<file path="config.mk">
export PLATFORM = sky130hd
export DESIGN_NAME = rearb_point_detect
export DESIGN_NICKNAME = d
export VERILOG_FILES = /design/src/rtl/rearb_point_pkg.sv /design/src/rtl/rap_beat_track.sv /design/src/rtl/rap_slot_timer.sv /design/src/rtl/rearb_point_detect.sv
export SDC_FILE = /design/constraint.sdc
export NUM_CORES = 1
export LEC_CHECK = 0
export BUFFER_PORTS_ARGS = -buffer_cell sky130_fd_sc_hd__buf_2
export CAP_MARGIN = 20
export CORE_ASPECT_RATIO = 0.8
export CORE_UTILIZATION = 40
export CTS_CLUSTER_SIZE = 24
export DETAILED_ROUTE_END_ITERATION = 8
export GPL_ROUTABILITY_DRIVEN = 0
export GPL_TIMING_DRIVEN = 0
export PLACE_DENSITY = 0.62
export SYNTH_ARGS = -nofsm -noshare
export SYNTH_HDL_FRONTEND = slang
export SYNTH_SLANG_ARGS = --single-unit
</file>
<file path="constraint.sdc">
create_clock -name clk -period 2.7 [get_ports clk]
set_input_delay 0.405 -clock clk [delete_from_list [all_inputs] [get_ports clk]]
set_output_delay 0.405 -clock clk [all_outputs]
set_load 0.03 [all_outputs]
</file>
<file path="src/rtl/rearb_point_pkg.sv">
package rearb_point_pkg;

  typedef enum logic [1:0] {
    TR_IDLE = 2'b00,
    TR_BUSY = 2'b01,
    TR_NSEQ = 2'b10,
    TR_SEQ  = 2'b11
  } trans_e;

  typedef enum logic [2:0] {
    BU_SINGLE = 3'b000,
    BU_INCR   = 3'b001,
    BU_WRAP4  = 3'b010,
    BU_INCR4  = 3'b011,
    BU_WRAP8  = 3'b100,
    BU_INCR8  = 3'b101,
    BU_WRAP16 = 3'b110,
    BU_INCR16 = 3'b111
  } burst_e;

  typedef enum logic [1:0] {
    PE_NEVER  = 2'b00,
    PE_FOUR   = 2'b01,
    PE_EIGHT  = 2'b10,
    PE_NEVER2 = 2'b11
  } pend_e;

  localparam int unsigned MAX_FIXED_LEN = 16;

  // Beat count of a fixed-length burst; 0 for single and undefined length.
  function automatic int unsigned burst_len(logic [2:0] code);
    case (code)
      BU_WRAP4,  BU_INCR4:  return 4;
      BU_WRAP8,  BU_INCR8:  return 8;
      BU_WRAP16, BU_INCR16: return 16;
      default:              return 0;
    endcase
  endfunction

endpackage

</file>
<file path="src/rtl/rap_beat_track.sv">
module rap_beat_track
  import rearb_point_pkg::*;
#(
  parameter int BEAT_W = 5
) (
  input  logic       clk,
  input  logic       rst,
  input  logic [1:0] htrans_i,
  input  logic [2:0] hburst_i,
  input  logic       hready_i,
  input  logic [1:0] incr_end_sel_i,
  output logic       burst_end_o
);

  localparam int N_SPACING = 2;  // predicted-end spacings 4 and 8

  logic [BEAT_W-1:0] beat_q;
  logic [BEAT_W-1:0] beat_now;
  logic [BEAT_W-1:0] len_v;
  logic              beat_done;
  logic              fixed_end;
  logic              incr_end;
  logic [N_SPACING-1:0] on_bound;

  assign beat_done = hready_i && (htrans_i == TR_NSEQ || htrans_i == TR_SEQ);
  assign beat_now  = (htrans_i == TR_NSEQ) ? BEAT_W'(1) : beat_q + BEAT_W'(1);
  assign len_v     = BEAT_W'(burst_len(hburst_i));

  always_ff @(posedge clk) begin
    if (rst)            beat_q <= '0;
    else if (beat_done) beat_q <= beat_now;
  end

  // Boundary detectors for spacing 2^(g+2) beats.
  for (genvar g = 0; g < N_SPACING; g++) begin : g_bound
    localparam int LOGN = g + 2;
    assign on_bound[g] = (beat_now[LOGN-1:0] == '0);
  end

  assign fixed_end = beat_done && (len_v != '0) && (beat_now == len_v);
  assign incr_end  = beat_done && (hburst_i == BU_INCR) &&
                     ((incr_end_sel_i == PE_FOUR  && on_bound[0]) ||
                      (incr_end_sel_i == PE_EIGHT && on_bound[1]));

  assign burst_end_o = fixed_end || incr_end;

  // infinite setting never predicts an end
  a_r6_never_breaks: assert property (@(posedge clk) disable iff (rst)
    (hburst_i == BU_INCR &&
     (incr_end_sel_i == PE_NEVER || incr_end_sel_i == PE_NEVER2)) |-> !burst_end_o);

  // an uncompleted beat is never an end point
  a_r5_no_end_on_stall: assert property (@(posedge clk) disable iff (rst)
    !hready_i |-> !burst_end_o);

endmodule

</file>
<file path="src/rtl/rap_slot_timer.sv">
module rap_slot_timer #(
  parameter int SLOT_W = 8
) (
  input  logic              clk,
  input  logic              rst,
  input  logic              owner_i,
  input  logic              clear_i,
  input  logic [SLOT_W-1:0] limit_i,
  output logic              hit_o,
  output logic [SLOT_W-1:0] count_o
);

  localparam logic [SLOT_W-1:0] CNT_MAX = '1;

  logic [SLOT_W-1:0] count_q;

  always_ff @(posedge clk) begin
    if (rst || clear_i)                    count_q <= '0;
    else if (owner_i && count_q != CNT_MAX) count_q <= count_q + 1'b1;
  end

  assign hit_o   = owner_i && (limit_i != '0) && (count_q >= limit_i);
  assign count_o = count_q;

  // a zero limit never produces a hit
  a_r9_limit_off: assert property (@(posedge clk) disable iff (rst)
    (limit_i == '0) |-> !hit_o);

endmodule

</file>
<file path="src/rtl/rearb_point_detect.sv">
module rearb_point_detect
  import rearb_point_pkg::*;
#(
  parameter int SLOT_W   = 8,
  parameter int MAX_BEAT = MAX_FIXED_LEN
) (
  input  logic              clk,
  input  logic              rst,
  input  logic              owner_valid_i,
  input  logic [1:0]        htrans_i,
  input  logic [2:0]        hburst_i,
  input  logic              hready_i,
  input  logic [1:0]        incr_end_sel_i,
  input  logic [SLOT_W-1:0] slot_limit_i,
  output logic              rearb_o
);

  localparam int BEAT_W = $clog2(MAX_BEAT + 1);

  logic              idle_pt;
  logic              single_pt;
  logic              burst_end;
  logic              slot_hit;
  logic              any_pt;
  logic              rearb_q;
  logic [SLOT_W-1:0] slot_cnt;

  rap_beat_track #(.BEAT_W(BEAT_W)) u_beat (
    .clk            (clk),
    .rst            (rst),
    .htrans_i       (htrans_i),
    .hburst_i       (hburst_i),
    .hready_i       (hready_i),
    .incr_end_sel_i (incr_end_sel_i),
    .burst_end_o    (burst_end)
  );

  rap_slot_timer #(.SLOT_W(SLOT_W)) u_slot (
    .clk     (clk),
    .rst     (rst),
    .owner_i (owner_valid_i),
    .clear_i (any_pt),
    .limit_i (slot_limit_i),
    .hit_o   (slot_hit),
    .count_o (slot_cnt)
  );

  assign idle_pt   = !owner_valid_i || (htrans_i == TR_IDLE);
  assign single_pt = owner_valid_i && hready_i &&
                     (htrans_i == TR_NSEQ) && (hburst_i == BU_SINGLE);
  assign any_pt    = idle_pt || single_pt || (owner_valid_i && burst_end) || slot_hit;

  always_ff @(posedge clk) begin
    if (rst) rearb_q <= 1'b0;
    else     rearb_q <= any_pt;
  end

  assign rearb_o = rearb_q;

  // reset forces the strobe low
  a_r1_reset_low: assert property (@(posedge clk) rst |=> !rearb_o);

  // idle port or idle owner fires next cycle
  a_r2_idle_fires: assert property (@(posedge clk) disable iff (rst)
    (!owner_valid_i || htrans_i == TR_IDLE) |=> rearb_o);

  // completed single transfer fires next cycle
  a_r3_single_fires: assert property (@(posedge clk) disable iff (rst)
    (owner_valid_i && hready_i && htrans_i == TR_NSEQ && hburst_i == BU_SINGLE) |=> rearb_o);

  // stalled owned transfer with limit off stays quiet
  a_r5_stall_quiet: assert property (@(posedge clk) disable iff (rst)
    (owner_valid_i && htrans_i != TR_IDLE && !hready_i && slot_limit_i == '0) |=> !rearb_o);

  // slot count is zero whenever the strobe is up
  a_r10_clear_on_fire: assert property (@(posedge clk) disable iff (rst)
    rearb_o |-> (slot_cnt == '0));

  // reaching the limit fires next cycle
  a_r8_slot_fires: assert property (@(posedge clk) disable iff (rst)
    (owner_valid_i && slot_limit_i != '0 && slot_cnt >= slot_limit_i) |=> rearb_o);

endmodule

</file>
=== Word level (Yosys, flattened, before mapping) ===
Index checks and enable logic that the tools add are counted.

* Bits of input ports: 19
* Logic and storage cells: 53
* Bits in registers: 14
* Output and inout port bits: 1

* Add/sub/neg operators: 2
* Muxes and demuxes: 2
* Magnitude comparators: 1
* Reductions and logical operators: 32
* Equality and inequality tests: 13

{| class="wikitable"
|+ Operators by type and width
! cell !! number
|-
| 5-bit case mux with 3 select lines || 1
|-
| 1-bit logical AND || 14
|-
| 3-bit equality test, second input constant || 4
|-
| 8-bit by 1-bit adder with 8-bit output, second input constant || 1
|-
| 8-bit >= comparator || 1
|-
| 1-bit logical OR || 8
|-
| 8-bit != test, second input constant || 1
|-
| 8-bit nonzero test || 1
|-
| 2-bit equality test, second input constant || 3
|-
| 3-bit by 2-bit equality test with 1-bit output, second input constant || 2
|-
| 3-bit logical NOT || 2
|-
| 2-bit OR reduction || 3
|-
| 5-bit by 1-bit adder with 5-bit output, second input constant || 1
|-
| 5-bit equality test || 1
|-
| 5-bit 2-to-1 mux || 1
|-
| 5-bit nonzero test || 1
|-
| 2-bit logical NOT || 2
|-
| 3-bit by 1-bit equality test with 1-bit output, second input constant || 1
|-
| 2-bit by 1-bit equality test with 1-bit output, second input constant || 1
|-
| 1-bit logical NOT || 1
|}

=== Depth between registers and ports, before layout ===
Gate-level depths: netlist of the first run.

* Word-level depth: 11
* Mapped depth: 8
* Gate-level depth less buffers: 8

=== Cells and area by module ===
Synthesis of the first run repeated with hierarchy kept, for this count alone.

* Cell total of the unflattened synthesis: 126
* Area total of the unflattened synthesis: 1027.2 um^2

{| class="wikitable"
|+ By module, submodules not included
! module !! cells each !! area each (um^2) !! instances !! seq. area each (um^2)
|-
| rap_slot_timer || 77 || 595.6 || 1 || 160.2
|-
| rap_beat_track || 43 || 360.3 || 1 || 100.1
|-
| rearb_point_detect || 6 || 71.3 || 1 || 20.0
|}

=== Least setup slack after synthesis of the first run ===
No wires, ideal clock.

* Kind: input port to flip-flop
* From: in slot_limit_i[0]
* To: reg rearb_q (netlist: rearb_o)
* Data arrival time: 1991 ps
* Stages: 7
* Library setup time: 120 ps
* Data required time: 2580 ps
* Setup slack: 590 ps
* Path buffers: 0
* Cell sequence: ha_1 > nand2b_1 > a211oi_1 > nor3_1 > o41ai_1 > inv_1 > o31a_1

* Word-level cells in the longest chain between the ends: 4
* Elaborated cells between the ends (all ways): 5
* Those cells by class: 1 x order compare; 4 x reduce/logical

{| class="wikitable"
|+ RTL lines
! element !! line !! text
|-
| from (decl) || rearb_point_detect.sv:14 || <nowiki>input logic [SLOT_W-1:0] slot_limit_i,</nowiki>
|-
| parallel branches: the longest is 2 deep, another holds 8-bit >= comparator || n/a ||
|-
| 1-bit logical AND * || rap_slot_timer.sv:22 || <nowiki>assign hit_o = owner_i && (limit_i != '0) && (count_q >= limit_i);</nowiki>
|-
| 1-bit logical OR * || rearb_point_detect.sv:51 || <nowiki>assign any_pt = idle_pt || single_pt || (owner_valid_i && burst_end) || slot_hit;</nowiki>
|-
| to (signal assigned) || rearb_point_detect.sv:55 || <nowiki>else rearb_q <= any_pt;</nowiki>
|-
| to (decl) || rearb_point_detect.sv:25 || <nowiki>logic rearb_q;</nowiki>
|}

Mark *: on every way between the ends.
A chain may end at the register's enable or synchronous reset.

=== Worst setup path after layout of the first run ===
* From: reg u_slot.count_q[0] (netlist: u_slot.count_o[0])
* To: reg u_slot.count_q[0] (netlist: u_slot.count_o[0])

* Word-level cells in the longest chain between the ends: 4
* Elaborated cells between the ends (all ways): 7
* Those cells by class: 1 x add/sub; 1 x order compare; 1 x eq/ne; 4 x reduce/logical

{| class="wikitable"
|+ RTL lines
! element !! line !! text
|-
| from (decl) || rap_slot_timer.sv:15 || <nowiki>logic [SLOT_W-1:0] count_q;</nowiki>
|-
| from (signal assigned) || rap_slot_timer.sv:19 || <nowiki>else if (owner_i && count_q != CNT_MAX) count_q <= count_q + 1'b1;</nowiki>
|-
| 8-bit >= comparator || rap_slot_timer.sv:22 ||
|-
| 1-bit logical AND || rap_slot_timer.sv:22 ||
|-
| 1-bit logical OR || rearb_point_detect.sv:51 ||
|-
| 1-bit logical OR || rap_slot_timer.sv:18 || <nowiki>if (rst || clear_i) count_q <= '0;</nowiki>
|}

Several ways; a longest one is shown, not always the timed one.

==> results.json, run 1 <==
{
  "finalSetupTns_ns": 0,
  "insertion_delay_ns": 0.28,
  "synth-adder-area-share": 0.123,
  "synth_top_area_frac": 0.276,
  "dieArea_um2": 2750,
  "clk_pin_slew_worst_paths_ns": 0.08,
  "design_area_um2": 1180,
  "area_growth_pct": 15.7,
  "io_buffers": 19,
  "hold_ws_ns": 0.361,
  "timing.max_cap.violations": 0,
  "synth_async_sr_flop_share": 0,
  "die_width_um": 58.4,
  "cts.repair.resized": 0,
  "post_cts_buffers": 0,
  "drt-wirelength-per-cell_um": 11.8,
  "synth_largest_area_cell": "dfxtp_1",
  "syn_nets": 155,
  "finClkSkew_ns": 0.00516,
  "preCtsSetupSlack_ns": 0.160,
  "hold_viol": 0,
  "num_rows": 15,
  "first_global_vias": 839,
  "fin_crit_ns": 2.41,
  "grt_max_degree": 11,
  "die_h_um": 47.1,
  "synthMuxAreaShare": 0.0406,
  "clockBufferDepth": 2,
  "required_ns": 2.89,
  "synth_edf_count": 0,
  "dpl_cell_area_um2": 1150,
  "fin_ws_ns": 0.286,
  "yosys.area_share.xor_xnor": 0.0517,
  "place_hpwl_um": 1730,
  "globalRouteTotalUtil": 0.177,
  "antenna_cells": 0,
  "drtIter0Drc": 22,
  "peakVddDrop_mv": 0.228,
  "power.switching_w": 0.000105,
  "cp-start-kind": "flop",
  "criticalPathCategory": "reg2reg",
  "synth_cells": 126,
  "p_comb_frac": 0.155,
  "synth-simple-area-share": 0.325,
  "htreeDepth": 1,
  "root_buffer": "clkbuf_4",
  "io_pins": 20,
  "clock_power_share": 0.304,
  "ys_seq_elements": 14,
  "max_freq_mhz": 414,
  "power.internal_w": 0.000288,
  "synth_area_per_cell_um2": 8.07,
  "drt_wl_total_um": 2150,
  "yosys_warnings": 0,
  "p_per_area_nw_per_um2": 334,
  "drive_gt1_frac": 0.176,
  "clock_sinks": 14,
  "p_total_w": 0.000393,
  "vias": 953,
  "synth_flop_cell": "dfxtp_1",
  "switching_share": 0.266,
  "tritoncts": "done",
  "grt_pass1_wl_um": 3570,
  "pwr-share-seq": 0.541,
  "synth_compound_area_frac": 0.129,
  "ctsHoldBuffers": 0,
  "status": "finished, final reports clean",
  "cts_buffers": 3,
  "cp-end-kind": "flop",
  "hp-class": "in2reg",
  "overflow": 0,
  "syn_area_um2": 1020,
  "final_common_cell": "buf_2",
  "leakage_nw": 0.501,
  "num-nets-final": 179,
  "synth_top_family_by_area": "simple AND/OR/NAND/NOR gates",
  "synth_cell_type_count": 38,
  "first_pass_iters": 4,
  "synth.area.top_cells": "dfxtp_1 28%, ha_1 12%, nor4_1 6.8%, inv_1 4.8%, nand3_1 3.9%",
  "setup_viol": 0,
  "tightest_slew_ns": 0.749,
  "drv_slew": 0,
  "antenna_found_initial": 0,
  "drc_errors": 0,
  "period_share": 0.894,
  "relSlewSlack": 0.494,
  "yosysSeqAreaShare": 0.276,
  "critPathMaxFanout": 8,
  "mostFrequentLayoutCells": "19 x buf_2, 14 x dfxtp_1, 13 x inv_1",
  "start_util": 0.448,
  "rsz0062_at_grt": "no",
  "vias_per_cell": 5.24,
  "arrival_ns": 2.60,
  "ant_nets": 0,
  "placeableCoreArea_um2": 2270
}
Yosys cell counts (2+ instances only):
cell / n
a21oi_1: 7
and2_1: 2
and4_1: 2
dfxtp_1: 14
ha_1: 10
inv_1: 13
mux2i_1: 3
nand2_1: 9
nand2b_1: 3
nand3_1: 8
nand3b_1: 2
nand4_1: 2
nand4b_1: 2
nor2_1: 6
nor3_1: 2
nor4_1: 11
o21ai_0: 5
xnor2_1: 3
xor2_1: 3
power groups by stage:
stage	Sequential, W	Clock (W)	Combinational, W
finish	0.000212	0.000120	0.0000609
global route	0.000213	0.000131	0.0000700
detailed placement	0.000217	0	0.0000605
global placement	0.000217	0	0.0000594
floorplan	0.000219	0	0.0000315
CTS	0.000212	0.000121	0.0000611
through the flow:
| step | util | cells |
|---|---|---|
| 5_1_grt | 0.518 | 182 |
| 4_1_cts | 0.518 | 182 |
| 2_1_floorplan | - | 126 |
| 3_3_place_gp | 0.509 | 179 |
| 6_report | 0.518 | 182 |
| 3_5_place_dp | 0.509 | 179 |
cells by family (layout without fill, tap and decap cells):
kind of cell,Yosys count,count (layout)
AO/OA/AOI/OAI,21,21
XOR/XNOR,6,6
multiplexers,4,4
AND/OR/NAND/NOR,56,56
buffers and inverters,15,37
flip-flops,14,14
adder cells (fa/ha/maj),10,10
cell type report:
type	count	area [um2]
Buffer	1	3.75
Tap cell	34	42.5
Clock buffer	3	22.5
Timing Repair Buffer	19	95.1
Multi-Input combinational cell	97	681
Sequential cell	14	280
Inverter	14	52.6
Fill cell	223	1090
sequential cells by signal (all words and copies together), names as in the netlist:
name,flops
u_slot.count_o,8
rearb_o,1
u_beat.beat_q,5
path summary, 6_finish.rpt:
kind	startpoint	to	slack [ns]	cells past startpoint
worst max-delay path	u_slot.count_o[0]	u_slot.count_o[0]	0.29	8
worst min-delay path	rst	u_slot.count_o[4]	0.36	2
worst max register to register	u_slot.count_o[0]	u_slot.count_o[0]	0.29	8
worst min register to register	u_beat.beat_q[1]	u_beat.beat_q[1]	0.48	2
critical path: stages (launching register included):
cell      delay [ns]
dfxtp_1         0.39
inv_1           0.06
ha_1            0.26
nand2b_1        0.14
a211oi_1        0.27
nor3_1          0.09
o41ai_1         0.68
nand2_4         0.17
nor4_1          0.27
metal layers:
layer	vias up	share of wire	routed length, um	global-route usage
met3	0	0.046	98	0.0579
met1	428	0.54	1150	0.250
met5	-	0	0	0
met4	0	0	0	0.0381
li1	507	-	-	-
met2	18	0.42	896	0.267
Power figures use the tool's default switching activity.
==> inputs of run 2 (changes only) <==
--- a/config.mk
+++ b/config.mk
@@ -5,7 +5,7 @@
 export SDC_FILE = /design/constraint.sdc
 export NUM_CORES = 1
 export LEC_CHECK = 0
-export BUFFER_PORTS_ARGS = -buffer_cell sky130_fd_sc_hd__buf_2
+export BUFFER_PORTS_ARGS = -buffer_cell sky130_fd_sc_hd__buf_4
 export CAP_MARGIN = 20
 export CORE_ASPECT_RATIO = 0.8
 export CORE_UTILIZATION = 40
==> results.json, run 2 (same netlist as run 1, synthesis figures left out) <==
{
  "die_width_um": 58.4,
  "max_freq_mhz": 450,
  "num-fill-cells": 215,
  "htreeDepth": 1,
  "die_h_um": 47.1,
  "p_comb_frac": 0.161,
  "drv_slew": 0,
  "largest_reg_flops": 8,
  "critPathMaxFanout": 8,
  "globalRouteTotalUtil": 0.173,
  "crit_start": "u_beat.beat_q[0]",
  "num_rows": 15,
  "leakage_nw": 0.530,
  "power.switching_w": 0.000108,
  "insertion_delay_ns": 0.28,
  "fin_ws_ns": 0.478,
  "fin_crit_ns": 2.22,
  "antenna_found_initial": 0,
  "clock_power_share": 0.350,
  "io_pins": 20,
  "tightest_slew_ns": 0.735,
  "finalSetupTns_ns": 0,
  "rsz0062_at_grt": "no",
  "vias": 981,
  "hold_viol": 0,
  "cp-end-kind": "flop",
  "preCtsSetupSlack_ns": 0.0894,
  "final_common_cell": "buf_4",
  "grt_pass1_wl_um": 3480,
  "drt-wirelength-per-cell_um": 12.1,
  "area_growth_pct": 22.5,
  "peakVddDrop_mv": 0.247,
  "ant_nets": 0,
  "clockBufferDepth": 2,
  "overflow": 0,
  "tritoncts": "done",
  "drtIter0Drc": 36,
  "placeableCoreArea_um2": 2270,
  "grt_max_degree": 11,
  "first_global_vias": 760,
  "place_hpwl_um": 1830,
  "setup_viol": 0,
  "placedCellCount": 179,
  "ctsHoldBuffers": 0,
  "pwr-share-seq": 0.488,
  "start_util": 0.448,
  "mostFrequentLayoutCells": "19 x buf_4, 14 x dfxtp_1, 13 x inv_1",
  "drive_gt1_frac": 0.188,
  "io_buffers": 19,
  "antenna_cells": 0,
  "r2r_start": "u_beat.beat_q[0]",
  "criticalPathCategory": "reg2reg",
  "clk_pin_slew_worst_paths_ns": 0.09,
  "relSlewSlack": 0.509,
  "required_ns": 2.83,
  "stdcell_count": 183,
  "min_from": "rst",
  "vias_per_cell": 5.36,
  "cts_buffers": 3,
  "status": "finished, final reports clean",
  "cp-start-kind": "flop",
  "power.internal_w": 0.000327,
  "timing.max_cap.violations": 0,
  "period_share": 0.823,
  "clock_sinks": 14,
  "num-nets-final": 179,
  "dieArea_um2": 2750,
  "root_buffer": "clkbuf_4",
  "drc_errors": 0,
  "arrival_ns": 2.35,
  "p_per_area_nw_per_um2": 349,
  "first_pass_iters": 4,
  "finClkSkew_ns": 0.0101,
  "hp-class": "in2reg",
  "switching_share": 0.249,
  "drt_wl_total_um": 2220
}
run 2: cell types whose count changed in the layout (fill, tap and decap cells not counted), sizes merged:
cell / delta
clkbuf: +1
run 2: critical path: stages, from the launching register on:
cell and delay, ns:
dfxtp_1 0.43, ha_1 0.28, xnor2_1 0.11, or2_1 0.25, o32a_1 0.29, or4_4 0.50
nand2_4 0.14, nor4_1 0.07
run 2: repair_timing:
item	CTS	global route
setup endpoints to repair	0	2
gates resized for setup	0	1
setup buffers	0	0
run 2: power groups by stage:
| stage | logic [W] | clock network [W] | registers, W |
|---|---|---|---|
| 2_1_floorplan | 0.0000315 | 0 | 0.000219 |
| 3_3_place_gp | 0.0000679 | 0 | 0.000217 |
| 3_5_place_dp | 0.0000698 | 0 | 0.000217 |
| 4_1_cts | 0.0000701 | 0.000158 | 0.000212 |
| 5_1_grt | 0.0000771 | 0.000170 | 0.000213 |
| 6_report | 0.0000702 | 0.000152 | 0.000212 |
run 2: final cells by class:
type                            count  area, um2  share of cell area
Buffer                              1       3.75             0.00301
Clock buffer                        4       36.3              0.0291
Inverter                           14       52.6              0.0422
Multi-Input combinational cell     97        688               0.552
Sequential cell                    14        280               0.225
Tap cell                           34       42.5              0.0341
Timing Repair Buffer               19        143               0.114
run 2: per-stage QoR:
step	util	area, um2	power (W)	hold slack [ns]
2_1_floorplan	-	1020	0.000250	0.449
3_3_place_gp	0.529	1200	0.000285	0.462
3_5_place_dp	0.529	1200	0.000287	0.473
4_1_cts	0.545	1240	0.000441	0.326
5_1_grt	0.549	1250	0.000460	0.327
6_report	0.549	1250	0.000435	0.335
run 2: worst paths after layout:
path	depth (start not counted)	slack (ns)	end
hold / removal	2	0.33	u_slot.count_o[5]
setup / recovery	7	0.48	u_slot.count_o[0]
setup reg to reg	7	0.48	u_slot.count_o[0]
hold reg to reg	2	0.48	u_beat.beat_q[1]
run 2: layer usage:
metal / vias to the layer above / GRT usage / wire [um]
met4: 0 / 0.0429 / 11
met1: 459 / 0.262 / 1210
li1: 510 / - / -
met2: 10 / 0.239 / 934
met5: - / 0 / 0
met3: 2 / 0.0496 / 70
==> inputs of run 3 (changes only) <==
--- a/config.mk
+++ b/config.mk
@@ -13,7 +13,7 @@
 export DETAILED_ROUTE_END_ITERATION = 8
 export GPL_ROUTABILITY_DRIVEN = 0
 export GPL_TIMING_DRIVEN = 0
-export PLACE_DENSITY = 0.62
+export PLACE_DENSITY = 0.64
 export SYNTH_ARGS = -nofsm -noshare
 export SYNTH_HDL_FRONTEND = slang
 export SYNTH_SLANG_ARGS = --single-unit
==> constraint.sdc (replaced) <==
create_clock -name clk -period 1.9 [get_ports clk]
set_input_delay 0.285 -clock clk [delete_from_list [all_inputs] [get_ports clk]]
set_output_delay 0.285 -clock clk [all_outputs]
set_load 0.03 [all_outputs]
==> results.json, run 3 (same netlist as run 1, synthesis figures left out) <==
{
  "finalSetupTns_ns": -0.756,
  "cp-end-kind": "flop",
  "num-nets-final": 185,
  "seq_area_um2": 287,
  "hp-class": "in2reg",
  "drv_slew": 0,
  "finClkSkew_ns": 0.000809,
  "drt-wirelength-per-cell_um": 13.6,
  "switching_share": 0.271,
  "ant_nets": 0,
  "reg2reg_to": "u_slot.count_o[2]",
  "insertion_delay_ns": 0.28,
  "overflow": 0,
  "multi_input_area_um2": 823,
  "tritoncts": "done",
  "failed_checks": "setup timing",
  "dieArea_um2": 2750,
  "peakVddDrop_mv": 0.289,
  "drtIter0Drc": 37,
  "min_from": "rst",
  "reg2reg_slack_ns": -0.11,
  "rr_worst_depth": 7,
  "status": "complete, but fails checks",
  "p_comb_frac": 0.227,
  "drive_gt1_frac": 0.325,
  "grt_pass1_wl_um": 4060,
  "max_freq_mhz": 497,
  "cts_buffers": 3,
  "pwr-share-seq": 0.495,
  "holdPathStages": 2,
  "first_global_vias": 851,
  "area_growth_pct": 40.7,
  "clock_sinks": 14,
  "io_buffers": 19,
  "final_common_cell": "buf_4",
  "hold_ws_ns": 0.240,
  "worst_path_max_delay_cell": "or4_4",
  "first_pass_iters": 4,
  "placeableCoreArea_um2": 2270,
  "die_width_um": 58.4,
  "mostFrequentLayoutCells": "24 x buf_4, 11 x inv_1, 11 x dfxtp_1",
  "critPathMaxFanout": 8,
  "power.switching_w": 0.000164,
  "grt_max_degree": 11,
  "largest_reg_flops": 8,
  "root_buffer": "clkbuf_4",
  "die_h_um": 47.1,
  "ctsHoldBuffers": 0,
  "tightest_slew_ns": 0.554,
  "criticalPathCategory": "reg2reg",
  "whs_endpoint": "u_slot.count_o[0]",
  "fin_ws_ns": -0.113,
  "arrival_ns": 2.16,
  "clock_power_share": 0.277,
  "leakage_nw": 0.572,
  "place_hpwl_um": 1850,
  "clockBufferDepth": 2,
  "num_rows": 15,
  "fin_util": 0.630,
  "globalRouteTotalUtil": 0.205,
  "num-fill-cells": 213,
  "antenna_found_initial": 0,
  "relSlewSlack": 0.630,
  "power.internal_w": 0.000442,
  "hold_viol": 0,
  "p_per_area_nw_per_um2": 424,
  "timing.max_cap.violations": 0,
  "drc_errors": 0,
  "drt_wl_total_um": 2560,
  "cp_cell_sequence": "ha_4 > xnor2_2 > or2_1 > o32a_1 > or4_4 > nand2_8 > nor4_1",
  "io_pins": 20,
  "clk_pin_slew_worst_paths_ns": 0.08,
  "r2r_start": "u_beat.beat_q[0]",
  "vias": 1007,
  "rsz0062_at_grt": "yes",
  "start_util": 0.448,
  "htreeDepth": 1,
  "cp-start-kind": "flop",
  "vias_per_cell": 5.36,
  "setup_viol": 9,
  "antenna_cells": 0,
  "period_share": 1.06,
  "required_ns": 2.05,
  "fin_crit_ns": 2.01,
  "cp_slowest_stage_delay_ns": 0.47
}
[run 3: metal layers]
layer,up-vias,track usage,wire length [um]
li1,519,-,-
met1,470,0.295,1250
met2,18,0.322,1190
met3,0,0.0579,127
met4,0,0.0143,0
met5,-,0,0
[run 3: worst max-delay path: cells and delay by family (launching register included)]
| kind | cells | cell delay, ns |
|---|---|---|
| flip-flops | 1 | 0.36 |
| XOR/XNOR | 1 | 0.13 |
| AO/OA/AOI/OAI | 1 | 0.29 |
| adder cells (fa/ha/maj) | 1 | 0.17 |
| AND/OR/NAND/NOR | 4 | 0.93 |
[run 3: power groups by stage]
stage / Combinational (W) / Sequential, W / Clock [W]
6_report: 0.000138 / 0.000301 / 0.000168
3_3_place_gp: 0.0000982 / 0.000310 / 0
5_1_grt: 0.000152 / 0.000301 / 0.000184
3_5_place_dp: 0.000101 / 0.000310 / 0
2_1_floorplan: 0.0000461 / 0.000312 / 0
4_1_cts: 0.000118 / 0.000301 / 0.000169
[run 3: what timing repair did]
action	in CTS	in global routing
pin swaps	6	3
setup buffers	4	2
resized for setup	12	9
setup endpoints to repair	9	9
[run 3: worst max path at each step]
stage | startpoint | to | slack [ns] | cells past startpoint
6_report | u_beat.beat_q[0] | u_slot.count_o[2] | -0.11 | 7
5_1_grt | u_slot.count_o[0] | u_slot.count_o[5] | -0.15 | 9
4_1_cts | u_beat.beat_q[0] | u_slot.count_o[2] | -0.05 | 7
3_5_place_dp | slot_limit_i[0] | u_slot.count_o[0] | -0.30 | 8
3_3_place_gp | slot_limit_i[0] | u_slot.count_o[0] | -0.25 | 8
2_1_floorplan | u_slot.count_o[0] | rearb_o | -0.02 | 8
[run 3: cell type report]
type,count,share of cell area
multi-input cells,97,0.575
well taps,34,0.0297
flip-flops and latches,14,0.200
repair buffers,25,0.140
plain buffers,1,0.00262
clock buffers,3,0.0157
inverters,14,0.0367
[run 3: through the flow]
step	power [W]	cells	area [um2]	worst slack [ns]
2_1_floorplan	0.000358	126	1040	-0.0193
3_3_place_gp	0.000408	179	1220	-0.248
3_5_place_dp	0.000411	179	1220	-0.295
4_1_cts	0.000587	186	1340	-0.0505
5_1_grt	0.000637	188	1430	-0.151
6_report	0.000607	188	1430	-0.113
